File: config.mk
export PLATFORM = sky130hd
export DESIGN_NAME = ddr_init_seq
export DESIGN_NICKNAME = d
export VERILOG_FILES = /design/src/rtl/ddr_init_pkg.sv /design/src/rtl/init_wait_timer.sv /design/src/rtl/init_cmd_encoder.sv /design/src/rtl/ddr_init_seq.sv
export SDC_FILE = /design/constraint.sdc
export NUM_CORES = 1
export LEC_CHECK = 0
export BUFFER_PORTS_ARGS = -buffer_cell sky130_fd_sc_hd__buf_4
export CORE_MARGIN = 2
export CORE_UTILIZATION = 50
export CTS_BUF_LIST = sky130_fd_sc_hd__clkbuf_2
export CTS_CLUSTER_SIZE = 30
export DETAILED_ROUTE_END_ITERATION = 10
export PLACE_DENSITY = 0.69
export SYNTH_ARGS = -nofsm -noshare
export SYNTH_HDL_FRONTEND = slang
export SYNTH_SLANG_ARGS = --single-unit
File: constraint.sdc
create_clock -name clk -period 8.55 [get_ports clk]
set_input_delay 1.2825 -clock clk [delete_from_list [all_inputs] [get_ports clk]]
set_output_delay 1.2825 -clock clk [all_outputs]
set_load 0.01 [all_outputs]
File: src/rtl/ddr_init_pkg.sv
// Shared types for the DDR power-up sequencer.
// Assumes: command code values match the memory's {cs_n,ras_n,cas_n,we_n} truth table.
package ddr_init_pkg;

    typedef enum logic [3:0] {
        ST_PWRUP,
        ST_CKE,
        ST_PRE1,
        ST_EMR,
        ST_MR_DLLRST,
        ST_PRE2,
        ST_REF1,
        ST_REF2,
        ST_MR_RUN,
        ST_LOCK,
        ST_READY
    } init_step_t;

    typedef enum logic [3:0] {
        CMD_LMR = 4'b0000,
        CMD_REF = 4'b0001,
        CMD_PRE = 4'b0010,
        CMD_NOP = 4'b0111
    } ddr_cmd_t;

    // Nanoseconds to clock cycles, rounded up, never below two cycles.
    function automatic int unsigned ns_to_cyc(input int unsigned ns, input int unsigned mhz);
        int unsigned c;
        c = (ns * mhz + 999) / 1000;
        return (c < 2) ? 2 : c;
    endfunction

endpackage

File: src/rtl/init_wait_timer.sv
// Down-counter that times the wait of each sequencer step.
// Loads on request, counts to zero and holds there; expired flags zero.
// Assumes: the owner loads (length-1) on every step entry.
module init_wait_timer #(
    parameter int          CNT_W   = 16,
    parameter int unsigned RST_VAL = 1
) (
    input  logic             clk,
    input  logic             rst_n,
    input  logic             load,
    input  logic [CNT_W-1:0] load_val,
    output logic             expired
);

    logic [CNT_W-1:0] cnt;

    // Reload on step entry, otherwise count down to zero.
    always_ff @(posedge clk) begin
        if (!rst_n)
            cnt <= CNT_W'(RST_VAL);
        else if (load)
            cnt <= load_val;
        else if (cnt != '0)
            cnt <= cnt - 1'b1;
    end

    assign expired = (cnt == '0);

    // Without a load, a running count moves down by exactly one (wait spacing).
    assert_count_down_R6: assert property (@(posedge clk) disable iff (!rst_n)
        (!load && cnt != '0) |=> (cnt == $past(cnt) - 1'b1));

    // Zero is a resting value until the next load.
    assert_hold_zero_R6: assert property (@(posedge clk) disable iff (!rst_n)
        (!load && cnt == '0) |=> (cnt == '0));

endmodule

File: src/rtl/init_cmd_encoder.sv
// Maps the current sequencer step to the memory command pins.
// A real command is driven only in the first cycle of its step; NOP otherwise.
// Assumes: the caller raises 'fresh' for exactly one cycle on step entry.
module init_cmd_encoder
    import ddr_init_pkg::*;
#(
    parameter int          ADDR_W      = 13,
    parameter int          BA_W        = 2,
    parameter logic [12:0] EMR_VAL     = 13'h0000,
    parameter logic [12:0] MR_VAL      = 13'h0062,
    parameter int          DLL_RST_BIT = 8
) (
    input  init_step_t        step,
    input  logic              fresh,
    output logic              cke,
    output ddr_cmd_t          cmd,
    output logic [BA_W-1:0]   ba,
    output logic [ADDR_W-1:0] addr
);

    localparam logic [ADDR_W-1:0] DLL_MASK = ADDR_W'(1) << DLL_RST_BIT;
    localparam logic [ADDR_W-1:0] PRE_ALL  = ADDR_W'(1) << 10;

    // Clock enable is low only while the power-up wait runs.
    assign cke = (step != ST_PWRUP);

    // Command, bank and address for the step's first cycle.
    always_comb begin
        cmd  = CMD_NOP;
        ba   = '0;
        addr = '0;
        if (fresh) begin
            case (step)
                ST_PRE1, ST_PRE2: begin
                    cmd  = CMD_PRE;
                    addr = PRE_ALL;
                end
                ST_EMR: begin
                    cmd  = CMD_LMR;
                    ba   = BA_W'(1);
                    addr = ADDR_W'(EMR_VAL);
                end
                ST_MR_DLLRST: begin
                    cmd  = CMD_LMR;
                    addr = ADDR_W'(MR_VAL) | DLL_MASK;
                end
                ST_REF1, ST_REF2: cmd = CMD_REF;
                ST_MR_RUN: begin
                    cmd  = CMD_LMR;
                    addr = ADDR_W'(MR_VAL) & ~DLL_MASK;
                end
                default: cmd = CMD_NOP;
            endcase
        end
    end

endmodule

File: src/rtl/ddr_init_seq.sv
// DDR SDRAM power-up initialization sequencer (top).
// Steps through the fixed start-up command series, timing every wait with one
// reloaded down-counter, and raises init_done when the memory may be used.
// Assumes: clk runs at CLK_MHZ and supplies are stable when rst_n is released.
module ddr_init_seq
    import ddr_init_pkg::*;
#(
    parameter int unsigned CLK_MHZ      = 100,
    parameter int unsigned PWRUP_US     = 200,
    parameter int unsigned TRP_NS       = 20,
    parameter int unsigned TMRD_NS      = 15,
    parameter int unsigned TRFC_NS      = 80,
    parameter int unsigned DLL_LOCK_CYC = 200,
    parameter logic [12:0] EMR_VAL      = 13'h0000,
    parameter logic [12:0] MR_VAL       = 13'h0062,
    parameter int          DLL_RST_BIT  = 8
) (
    input  logic        clk,
    input  logic        rst_n,
    output logic        ddr_cke,
    output logic        ddr_cs_n,
    output logic        ddr_ras_n,
    output logic        ddr_cas_n,
    output logic        ddr_we_n,
    output logic [1:0]  ddr_ba,
    output logic [12:0] ddr_addr,
    output logic        init_done
);

    localparam int unsigned PWRUP_C = (PWRUP_US * CLK_MHZ < 1) ? 1 : PWRUP_US * CLK_MHZ;
    localparam int unsigned TRP_C   = ns_to_cyc(TRP_NS, CLK_MHZ);
    localparam int unsigned TMRD_C  = ns_to_cyc(TMRD_NS, CLK_MHZ);
    localparam int unsigned TRFC_C  = ns_to_cyc(TRFC_NS, CLK_MHZ);
    localparam int unsigned POST_C  = 2 * TMRD_C + TRP_C + 2 * TRFC_C;
    localparam int unsigned LOCK_C  = (DLL_LOCK_CYC > POST_C) ? DLL_LOCK_CYC - POST_C : 1;
    localparam int unsigned BOUND_C = PWRUP_C + LOCK_C + TRP_C + TMRD_C + TRFC_C;
    localparam int          CNT_W   = $clog2(BOUND_C + 1);
    localparam int          SINCE_W = $clog2(DLL_LOCK_CYC + 2) + 1;

    init_step_t       step;
    init_step_t       nxt;
    logic             fresh;
    logic             expired;
    logic             advance;
    logic [CNT_W-1:0] load_val;
    ddr_cmd_t         cmd;

    // Length in cycles of each step.
    function automatic int unsigned step_len(input init_step_t s);
        case (s)
            ST_PWRUP:               return PWRUP_C;
            ST_CKE, ST_PRE1,
            ST_PRE2:                return TRP_C;
            ST_EMR, ST_MR_DLLRST,
            ST_MR_RUN:              return TMRD_C;
            ST_REF1, ST_REF2:       return TRFC_C;
            ST_LOCK:                return LOCK_C;
            default:                return 1;
        endcase
    endfunction

    assign advance  = expired && (step != ST_READY);
    assign nxt      = (step == ST_READY) ? ST_READY : init_step_t'(step + 4'd1);
    assign load_val = CNT_W'(step_len(nxt) - 1);

    // Step register plus the first-cycle marker that gates the command.
    always_ff @(posedge clk) begin
        if (!rst_n) begin
            step  <= ST_PWRUP;
            fresh <= 1'b1;
        end else if (advance) begin
            step  <= nxt;
            fresh <= 1'b1;
        end else begin
            fresh <= 1'b0;
        end
    end

    init_wait_timer #(
        .CNT_W   (CNT_W),
        .RST_VAL (PWRUP_C - 1)
    ) u_timer (
        .clk      (clk),
        .rst_n    (rst_n),
        .load     (advance),
        .load_val (load_val),
        .expired  (expired)
    );

    init_cmd_encoder #(
        .ADDR_W      (13),
        .BA_W        (2),
        .EMR_VAL     (EMR_VAL),
        .MR_VAL      (MR_VAL),
        .DLL_RST_BIT (DLL_RST_BIT)
    ) u_enc (
        .step  (step),
        .fresh (fresh),
        .cke   (ddr_cke),
        .cmd   (cmd),
        .ba    (ddr_ba),
        .addr  (ddr_addr)
    );

    assign {ddr_cs_n, ddr_ras_n, ddr_cas_n, ddr_we_n} = cmd;
    assign init_done = (step == ST_READY);

    // ---------------- assertions ----------------
    logic [SINCE_W-1:0] since_dllrst;

    // Cycles elapsed since the DLL-reset mode load, saturating (checker only).
    always_ff @(posedge clk) begin
        if (!rst_n)
            since_dllrst <= '0;
        else if (cmd == CMD_LMR && ddr_addr[DLL_RST_BIT] && ddr_ba == 2'b00)
            since_dllrst <= SINCE_W'(1);
        else if (since_dllrst != '0 && since_dllrst != '1)
            since_dllrst <= since_dllrst + 1'b1;
    end

    assert_nop_cke_low_R2: assert property (@(posedge clk) disable iff (!rst_n)
        !ddr_cke |-> (cmd == CMD_NOP));

    assert_cke_hold_R3: assert property (@(posedge clk) disable iff (!rst_n)
        ddr_cke |=> ddr_cke);

    assert_one_cycle_cmd_R4: assert property (@(posedge clk) disable iff (!rst_n)
        (cmd != CMD_NOP) |=> (cmd == CMD_NOP));

    assert_precharge_all_R5: assert property (@(posedge clk) disable iff (!rst_n)
        (cmd == CMD_PRE) |-> ddr_addr[10]);

    assert_dll_lock_R7: assert property (@(posedge clk) disable iff (!rst_n)
        $rose(init_done) |-> (since_dllrst >= SINCE_W'(DLL_LOCK_CYC)));

    assert_done_sticky_R8: assert property (@(posedge clk) disable iff (!rst_n)
        init_done |=> init_done);

    assert_quiet_after_done_R8: assert property (@(posedge clk) disable iff (!rst_n)
        init_done |-> (cmd == CMD_NOP));

endmodule

# == Word-level counts from Yosys, hierarchy flattened ==
# Memory sizes are Yosys's and may differ from the RTL's.
# Index checks and enable logic that the tools add are counted.
# totals
register_bits,20
latchBits,0
mem_bits_rw,0
rom_bits,160
in_bits,2
output_inout_bits,21
elab_cells,34
memories,1
# op_classes
add_sub_neg,3
mul,0
div_mod_pow,0
n_lt_le_gt_ge,0
n_eq_ne,9
shifts,0
muxes,10
n_bitwise,0
reduce_logical,8
# mem_list
name,depth,width,read_ports,rd_clocked_by_memory_dff,wr,line_no,rtl
(no name shown),16,10,1,0,0,ddr_init_seq.sv:50,case (s)
# op_table
op,count
case mux 11 bit (3 select lines),1
two-way mux 15 bit,2
subtractor 15 x 1 -> 15 bit (second input constant),2
== test 4 x 3 -> 1 bit (second input constant),4
zero test 15 bit,1
nonzero test 15 bit,1
two-way mux 13 bit,1
case mux 3 bit (3 select lines),1
== test 4 x 2 -> 1 bit (second input constant),2
== test 4 bit (second input constant),2
two-way mux 4 bit,2
adder 4 x 1 -> 4 bit (second input constant),1
inequality test 4 bit (second input constant),1
nonzero test 4 bit,1
OR reduction 2 bit,2
OR reduction 3 bit,1
two-way mux 1 bit,2
two-way mux 2 bit,1
nonzero test 2 bit,1
logical AND 1 bit,1

# == Longest topological paths before layout ==
# Gate-level depths: netlist of run 1.
# An unclocked memory read counts as a cell.
# logic_depth
word_depth,5
mapped_depth,14
ltp_nobuf,14

# == Hierarchy ==
# A second synthesis of run 1 with hierarchy kept.
# unflattened
hier_cells,209
area_unflattened_um2,1649.1
# modules_own_cells
module,n_inst,cells_each,area_each_um2,seq_area_each_um2
init_wait_timer,1,112,882.1,300.3
ddr_init_seq,1,64,524.3,100.1
init_cmd_encoder,1,33,242.7,0.0

# == Least setup slack after synthesis of run 1 ==
# No wires, ideal clock.
# synth_path
path_type,register -> register
startpoint,register step[0]
endpoint,register u_timer.cnt[12]
setup_time_ns,0.072
arrival_time_ns,2.790
required_time_ns,8.478
path_slack_ns,5.688
stages_incl_launch_ff,15
path_buffers,0
period_less_slack_ns,2.862
path_cell_list,dfxtp_1 > inv_1 > ha_1 > a21bo_4 > o21ai_2 > xnor2_1 > nand2_1 > o31ai_1 > a21oi_1 > ha_1 > inv_1 > a311oi_1 > o2111ai_1 > or4_1 > a21oi_1
# synth_via
elab_chain_len,5
elab_cells_between_ends,9
cone_classes,2 x add/sub; 2 x eq/ne; 2 x mux; 2 x reduce/logical; 1 x memory
# synth_rtl
element,line_no,rtl
"start, declared",ddr_init_seq.sv:40,init_step_t step;
"start signal, assigned",ddr_init_seq.sv:72,step <= nxt;
adder 4 x 1 -> 4 bit or == test 4 bit (tied branches),ddr_init_seq.sv:63,assign nxt = (step == ST_READY) ? ST_READY : init_step_t'(step + 4'd1);
two-way mux 4 bit,ddr_init_seq.sv:63,
memory (16 x 10 bit),n/a,
subtractor 15 x 1 -> 15 bit,ddr_init_seq.sv:64,assign load_val = CNT_W'(step_len(nxt) - 1);
two-way mux 15 bit,init_wait_timer.sv:21,else if (load)
"end signal, assigned",init_wait_timer.sv:20,cnt <= CNT_W'(RST_VAL);
"end signal, assigned",init_wait_timer.sv:22,cnt <= load_val;
"end signal, assigned",init_wait_timer.sv:24,cnt <= cnt - 1'b1;
"end, declared",init_wait_timer.sv:15,logic [CNT_W-1:0] cnt;
# Several ways; a longest one is shown, not always the timed one.
# A chain may end at the register's enable or synchronous reset.

# == Worst setup path in the final report of run 1 ==
# layout_path
startpoint,register step[1]
endpoint,register u_timer.cnt[12]
# The elaborated chain is that of the path after synthesis.

==> results of run 1 <==
worst max-delay path: cells and delay by family, from the launching register on:
kind,cells,cell delay [ns]
DFF,1,0.52
buffers and inverters,1,0.10
and+or+nand+nor,2,0.53
xor gates and xnor gates,1,0.11
AOI/OAI and AO/OA,7,1.39
adders and majority gates,2,0.63
report_power, final:
group	switching (mW)	leakage [nW]	total (mW)	internal, mW
registers	0.00150	0.162	0.0963	0.0948
clock network	0.0292	0.0125	0.0388	0.00956
logic	0.00624	0.374	0.00838	0.00215
worst max path at each step:
stage	slack, ns	end	depth (start not counted)	startpoint
after detailed placement	5.35	u_timer.cnt[12]	14	step[0]
after floorplan	5.69	u_timer.cnt[12]	14	step[0]
after global placement	5.49	u_timer.cnt[12]	13	step[0]
after CTS	5.26	ddr_we_n	8	step[0]
final	5.22	u_timer.cnt[12]	13	step[1]
after global routing	4.90	u_timer.cnt[12]	14	step[0]
kinds of logic after synthesis:
family,count (synthesis)
AND/OR/NAND/NOR,76
AO/OA/AOI/OAI,52
buffers and inverters,29
flip-flops,20
XOR/XNOR,7
adder cells (fa/ha/maj),6
other,1
multiplexers,1
per-stage QoR:
stage,cells,util
after floorplan,201,-
after global placement,226,0.5206
after detailed placement,226,0.5206
after CTS,229,0.5256
after global routing,229,0.5256
final,229,0.5256
cell type report:
class	instances	area share
Multi-Input combinational cell	152	0.6291
Inverter	9	0.02158
Sequential cell	20	0.2558
Clock buffer	3	0.009592
Timing Repair Buffer	12	0.05755
Tap cell	33	0.02638
flip-flops by register name, summed over array words and instances, names as in the netlist:
register	cells
fresh	1
step	4
u_timer.cnt	15
placed cells by master, fill, tap and decap left out, types with 2 or more instances in the layout:
cell type   n
or2_2       2
nand4_1     3
a21o_1      2
or3_1       6
nor2_1     20
nor3_1      6
o21bai_1    2
ha_1        6
conb_1     10
nand3_1     8
xnor2_1     5
a21oi_1    10
nand2b_1    3
and2_1      2
and3_1      2
buf_4      12
nand3b_1    2
clkbuf_2    3
o21ai_0     9
or4_1       6
nand2_1    10
o31ai_1     8
o211ai_1    3
o211ai_2    2
inv_1       8
dfxtp_1    20
xor2_1      2
routing by layer:
| metal | vias to the layer above | share of wire | global-route usage |
|---|---|---|---|
| li1 | 691 | - | - |
| met1 | 660 | 0.48 | 0.2925 |
| met2 | 63 | 0.45 | 0.3312 |
| met3 | 9 | 0.055 | 0.02620 |
| met4 | 0 | 0.025 | 0.07143 |
| met5 | - | 0 | 0 |
==> flow_summary.toml, run 1 <==
[status]
status = "finished, final reports clean"

[logic_synthesis]
muxShareOfSynthArea = 0.006574
synth_top_cells_by_area = "dfxtp_1 (26%), buf_4 (5.9%), ha_1 (4.9%)"
synth.avg_cell_area_um2 = 7.931
synth_top_flop_cell = "dfxtp_1"
synth_xor_area_frac = 0.04026
yosys.cell_types.count = 53
async_flop_share = 0
yosys_warnings = 0
synth_cells = 192
yosys.area_share.adder = 0.04930
synthTopCellsByCount = "dfxtp_1 (20), nor2_1 (20), buf_4 (12), a21oi_1 (10), nand2_1 (10)"
synth-edff-count = 0
synth_top_area_share = 0.2629
yosysTopAreaCell = "dfxtp_1"
synth_compound_area_frac = 0.2514
synth_top_family_by_area = "simple AND/OR/NAND/NOR gates"
ys_ff_latch = 20
yosysSeqAreaShare = 0.2629
netlist_area_um2 = 1523
synthSimpleGateAreaFrac = 0.2744

[global_routing]
globalRouteOverflowTotal = 0
antenna_found_initial = 0
grt_pass1_vias = 1226
grt_use_total = 0.2092
grt_max_degree = 15
grt_pass1_wl_mm = 5.630

[route]
wirelength_mm = 3.408
drtIter0Drc = 68
wl_per_cell_um = 14.88
final_antenna_net_count = 0
drc_errors = 0
drtPass1Iterations = 4
vias = 1423
avgViaCountPerCell = 6.214

[sta]
finalSetupViolations = 0
tightest_slew_ns = 1.121
fmax_mhz = 300.4
tns_ns = 0
clock_skew_ns = 0.01153
slew_viol_final = 0
rsz0062_at_grt = "no"
hold_viol_final = 0
max_slew_margin = 0.2469
min_period_over_period = 0.3893
whs_ns = 0.5042
min_period_ns = 3.329
finalWorstSetupSlack_ns = 5.221

[clocking]
cts_sinks = 20
ctsHtreeMaxLevel = 1
ctsResizeCount = 0
cts_made_buffers = 3
cts_buffer_depth = 2
cts_tree = "done"
path_clk_slew_ns = 0.19
ctsHoldBuffers = 0
post_cts_buffers = 0
clock-root-buffer = "clkbuf_2"
insertion_delay_ns = 0.32

[finish]
diodes = 0
fillers = 294
syn_to_final_growth_pct = 2.794
final_cell_area_um2 = 1565
drive_gt1_frac = 0.1276
multi_input_area_um2 = 984.7
seq_area_um2 = 400.4
nNetsFinal = 206

[critical_path]
r2r-end = "u_timer.cnt[12]"
cpMaxStageDelayCell = "dfxtp_1"
cp.required_ns = 8.82
cp.arrival_ns = 3.60
critical_path.max_fanout = 9
rrSetupSlack_ns = 5.22
cp-end-kind = "register"
path_cells = "ha_1 > a21bo_4 > o21ai_2 > xnor2_1 > nand2_1 > o31ai_1 > a21oi_1 > ha_1 > inv_1 > a311oi_1 > o2111ai_1 > or4_1 > a21oi_1"
r2r_start = "step[1]"
cpPeakStageDelay_ns = 0.52
rr_worst_depth = 13
crit_type = "register to register"
cp-start-kind = "register"

[power]
p_total_mw = 0.1434
power-per-cell-area_nw_per_um2 = 91.64
p_leak_nw = 0.5489
peakVddDrop_mv = 0.08226

[floorplan]
rows = 20
fp.dieW_um = 59.19
start_util = 0.5113
die_y_um = 59.19
die_area_um2 = 3503
core_area_um2 = 2978
ios = 23

[place]
dp_slack_ns = 5.347
placed_area_um2 = 1550
place.gp.congestion = 0.8857
io_buffers = 12
place_hpwl_mm = 2.587

[worst_hold_path]
holdPathEnd = "u_timer.cnt[6]"
holdPathStages = 2
holdCritStartpoint = "u_timer.cnt[6]"
hold_class = "register to register"

[job]
maxCapViolCount = 0
No activity file was read; power rests on OpenSTA's default activity.
==> run 2: changes to the inputs <==
--- a/config.mk
+++ b/config.mk
@@ -5,6 +5,7 @@
 export SDC_FILE = /design/constraint.sdc
 export NUM_CORES = 1
 export LEC_CHECK = 0
+export ABC_AREA = 1
 export BUFFER_PORTS_ARGS = -buffer_cell sky130_fd_sc_hd__buf_4
 export CORE_MARGIN = 2
 export CORE_UTILIZATION = 50
==> constraint.sdc (replaced) <==
create_clock -name clk -period 3.45 [get_ports clk]
set_input_delay 0.5175 -clock clk [delete_from_list [all_inputs] [get_ports clk]]
set_output_delay 0.5175 -clock clk [all_outputs]
set_load 0.01 [all_outputs]
==> flow_summary.toml, run 2 <==
[status]
status = "finished, final reports clean"

[finish]
drive_gt1_frac = 0.2674
nNetsFinal = 267
final_cell_mix = "nand2_1 (39), inv_1 (37), nor2_1 (27)"
largest_reg_flops = 15
syn_to_final_growth_pct = 5.857
reg_top3 = "u_timer.cnt (15), step (4), fresh (1)"
final_common_cell = "nand2_1"
diodes = 0
fillers = 342
instances_no_fill = 304
regMostFlops = "u_timer.cnt"

[place]
dp_slack_ns = 0.9245
place_inst = 300
io_buffers = 12
place_hpwl_mm = 2.775
place.gp.congestion = 0.8831

[critical_path]
crit_type = "register to output port"
critical_path.max_fanout = 6
crit_family = "simple AND/OR/NAND/NOR gates"
cp.arrival_ns = 2.07
rr_worst_depth = 17
cp-start-kind = "register"
cp.required_ns = 2.93
cp.depth = 9
cpMaxStageDelayCell = "dfxtp_1"
crit_buf_inv = 4
path_cells = "inv_1 > ha_1 > inv_1 > o21ai_0 > inv_1 > nor2_1 > nor2_1 > or2_2 > buf_4"
cp-end-kind = "output port"
crit_path_frequent_cell = "inv_1"
cpPeakStageDelay_ns = 0.41

[logic_synthesis]
yosysMostFrequentCell = "nand2_1"
synth_cells = 247
synth.avg_cell_area_um2 = 7.006
netlist_area_um2 = 1730
synth_top_flop_cell = "dfxtp_1"
yosysSeqAreaShare = 0.2314
yosys_warnings = 0
yosys.cell_types.count = 29
synthTopCellsByCount = "nand2_1 (39), inv_1 (37), nor2_1 (27), dfxtp_1 (20)"
yosysTopAreaCell = "dfxtp_1"
synth_top_area_share = 0.2314
ys_ff_latch = 20
async_flop_share = 0
synth_top_cells_by_area = "dfxtp_1 (23%), nand2_1 (8.5%), inv_1 (8.0%)"
synth-edff-count = 0

[clocking]
cts_made_buffers = 3
post_cts_buffers = 0
ctsHtreeMaxLevel = 1
ctsResizeCount = 0
insertion_delay_ns = 0.34
ctsHoldBuffers = 0
cts_tree = "done"
path_clk_slew_ns = 0.21
clock-root-buffer = "clkbuf_2"
cts_sinks = 20
cts_buffer_depth = 2

[route]
avgViaCountPerCell = 4.819
drtPass1Iterations = 4
wirelength_mm = 3.433
drtIter0Drc = 37
vias = 1465
drc_errors = 0
final_antenna_net_count = 0
wl_per_cell_um = 11.29

[sta]
min_period_over_period = 0.7490
finalSetupViolations = 0
slew_viol_final = 0
fmax_mhz = 387.0
min_period_ns = 2.584
rsz0062_at_grt = "no"
tns_ns = 0
finalWorstSetupSlack_ns = 0.8661
clock_skew_ns = 0.01182
hold_viol_final = 0

[power]
p_leak_nw = 0.9410
power-per-cell-area_nw_per_um2 = 199.2
peakVddDrop_mv = 0.1699
p_total_mw = 0.3649

[global_routing]
grt_pass1_wl_mm = 6.258
grtUsageMet2 = 0.3239
use_met1 = 0.2627
grt_use_total = 0.1953
antenna_found_initial = 0
globalRouteOverflowTotal = 0
grt_pass1_vias = 1373
grt_max_degree = 18
busiest_layer = "met2"
met3_usage = 0.01622

[floorplan]
ios = 23
die_area_um2 = 3948
rows = 21
core_area_um2 = 3337
die_y_um = 62.83
fp.dieW_um = 62.83
start_util = 0.5186

[job]
maxCapViolCount = 0

[worst_hold_path]
holdPathStages = 2
hold_class = "primary input to register"
[run 2: layout make-up]
class	instances	area [µm²]	share of cell area
tap	46	57.56	0.03142
sequential	20	400.4	0.2186
inverter	45	168.9	0.09221
clock inverter	1	3.754	0.002049
timing repair buffer	12	90.09	0.04918
multi-input combinational	177	1096	0.5984
clock buffer	3	15.01	0.008197
[run 2: path summary, 6_finish.rpt]
check	start	end	slack (ns)
max	step[0]	ddr_we_n	0.87
min	rst_n	u_timer.cnt[14]	0.44
max reg2reg	step[0]	u_timer.cnt[10]	0.91
min reg2reg	u_timer.cnt[13]	u_timer.cnt[13]	0.56
[run 2: logic make-up (layout without fill, tap and decap cells)]
family                     count (synthesis)  in the layout  share of synthesized area
other                                      1             10                   0.002167
adders and majority gates                  6              6                    0.04338
and+or+nand+nor                          136            136                     0.4881
xor gates and xnor gates                   2              2                    0.01012
buffers and inverters                     59             61                     0.1547
AOI/OAI and AO/OA                         23             23                    0.07013
DFF                                       20             20                     0.2314
[run 2: report_power, final]
part / internal [mW] / leakage [nW] / switching (mW) / total (mW)
registers: 0.235 / 0.162 / 0.00169 / 0.237
clock network: 0.0252 / 0.0140 / 0.0797 / 0.105
logic: 0.00565 / 0.765 / 0.0176 / 0.0232
total: 0.266 / 0.941 / 0.0990 / 0.365
[run 2: metal layers]
metal	part of all wire	wire length [µm]
met1	0.49	1699
met2	0.46	1587
met3	0.027	94
met4	0.015	51
met5	0	0
[run 2: metrics by stage]
step / utilization / hold slack, ns / cell area (µm²)
after floorplan: - / 0.4833 / 1764
after global placement: 0.5433 / 0.5202 / 1813
after detailed placement: 0.5433 / 0.5154 / 1813
after CTS: 0.5489 / 0.4366 / 1832
after global routing: 0.5489 / 0.4345 / 1832
final: 0.5489 / 0.4421 / 1832
==> run 3: changes to the inputs <==
--- a/config.mk
+++ b/config.mk
@@ -5,7 +5,7 @@
 export SDC_FILE = /design/constraint.sdc
 export NUM_CORES = 1
 export LEC_CHECK = 0
-export ABC_AREA = 1
+export ABC_AREA = 0
 export BUFFER_PORTS_ARGS = -buffer_cell sky130_fd_sc_hd__buf_4
 export CORE_MARGIN = 2
 export CORE_UTILIZATION = 50
==> constraint.sdc (replaced) <==
create_clock -name clk -period 2.57 [get_ports clk]
set_input_delay 0.3855 -clock clk [delete_from_list [all_inputs] [get_ports clk]]
set_output_delay 0.3855 -clock clk [all_outputs]
set_load 0.01 [all_outputs]
==> flow_summary.toml, run 3 (synthesis results as in run 1) <==
[status]
status = "finished with violations"
violations = "negative setup slack"

[clocking]
insertion_delay_ns = 0.32
ctsHtreeMaxLevel = 1
cts_made_buffers = 3
cts_buffer_depth = 2
cts_sinks = 20
ctsHoldBuffers = 0
clock-root-buffer = "clkbuf_2"
cts_tree = "done"
path_clk_slew_ns = 0.19

[sta]
tightest_slew_ns = 0.5869
max_slew_margin = 0.6057
min_period_over_period = 1.017
finalSetupViolations = 2
tns_ns = -0.06744
rsz0062_at_grt = "yes"
hold_viol_final = 0
slew_viol_final = 0
fmax_mhz = 382.7
finalWorstSetupSlack_ns = -0.04278
whs_ns = 0.2988
clock_skew_ns = 0.006839
min_period_ns = 2.613

[critical_path]
cp-end-kind = "register"
cp.required_ns = 2.83
cp.arrival_ns = 2.87
crit_type = "register to register"
critical_path.max_fanout = 5
cp-start-kind = "register"

[floorplan]
fp.dieW_um = 59.19
ios = 23
core_area_um2 = 2978
die_y_um = 59.19
rows = 20
start_util = 0.5113
die_area_um2 = 3503

[route]
wirelength_mm = 3.687
avgViaCountPerCell = 6.004
drtPass1Iterations = 4
wl_per_cell_um = 14.57
vias = 1519
drtIter0Drc = 86
drc_errors = 0
final_antenna_net_count = 0

[finish]
largest_reg_flops = 15
regMostFlops = "u_timer.cnt"
seq_area_um2 = 407.9
final_cell_area_um2 = 1819
reg_top3 = "u_timer.cnt (15), step (4), fresh (1)"
fillers = 283
syn_to_final_growth_pct = 19.47
instances_no_fill = 253
post-route-util = 0.6109
drive_gt1_frac = 0.2773
multi_input_area_um2 = 1052
final_common_cell = "buf_4"
final_cell_mix = "buf_4 (35), nor2_1 (20), dfxtp_1 (18)"
nNetsFinal = 229
diodes = 0

[global_routing]
grt_pass1_vias = 1394
grt_pass1_wl_mm = 6.292
antenna_found_initial = 0
globalRouteOverflowTotal = 0
grt_max_degree = 12
grt_use_total = 0.2294

[worst_hold_path]
hold_class = "primary input to register"

[place]
place_hpwl_mm = 2.886
io_buffers = 12
dp_slack_ns = -0.08741
place.gp.congestion = 0.9838
place_inst = 247
placed_area_um2 = 1763

[power]
p_leak_nw = 0.6667
power-per-cell-area_nw_per_um2 = 264.0
peakVddDrop_mv = 0.2246
p_total_mw = 0.4803

[job]
maxCapViolCount = 0
==> run 3: final cells by class <==
cell class,count,share of cell area
flip-flops and latches,20,0.2242
repair buffers,35,0.1444
multi-input cells,152,0.5784
inverters,9,0.01995
clock buffers,3,0.008253
well taps,33,0.02270
clock inverters,1,0.002063
==> run 3: worst max-delay path, cell delays in order (launching register included) <==
cell	delay [ns]
dfxtp_4	0.42
inv_4	0.04
ha_4	0.15
a21bo_4	0.22
o21ai_4	0.15
xnor2_1	0.09
nand2_1	0.06
o31ai_1	0.07
a21oi_1	0.14
ha_2	0.20
inv_2	0.04
a311oi_2	0.21
o2111ai_2	0.19
or4_1	0.44
a21oi_1	0.13
==> run 3: power breakdown <==
group	switching, mW	internal [mW]	leakage, nW	total, mW
Sequential	0.00499	0.313	0.164	0.318
Clock	0.0973	0.0338	0.0140	0.131
Combinational	0.0216	0.00940	0.489	0.0310
Total	0.124	0.356	0.667	0.480
==> run 3: what timing repair did <==
item	in CTS	in global routing
gates cloned	0	0
buffers inserted	2	0
resized for setup	1	4
setup endpoints to repair	2	7
pin swaps	3	3
==> run 3: per-layer routing <==
layer | up-vias | track usage | wire (µm)
li1 | 735 | - | -
met3 | 16 | 0.01965 | 189
met2 | 63 | 0.4082 | 1832
met5 | - | 0 | 0
met4 | 0 | 0.09091 | 78
met1 | 705 | 0.2823 | 1588
==> run 3: worst paths after layout <==
kind | startpoint | to | slack [ns] | cells past startpoint
setup / recovery | step[0] | u_timer.cnt[12] | -0.04 | 14
hold / removal | rst_n | u_timer.cnt[9] | 0.30 | 2
setup reg to reg | step[0] | u_timer.cnt[12] | -0.04 | 14
hold reg to reg | u_timer.cnt[13] | u_timer.cnt[13] | 0.51 | 2
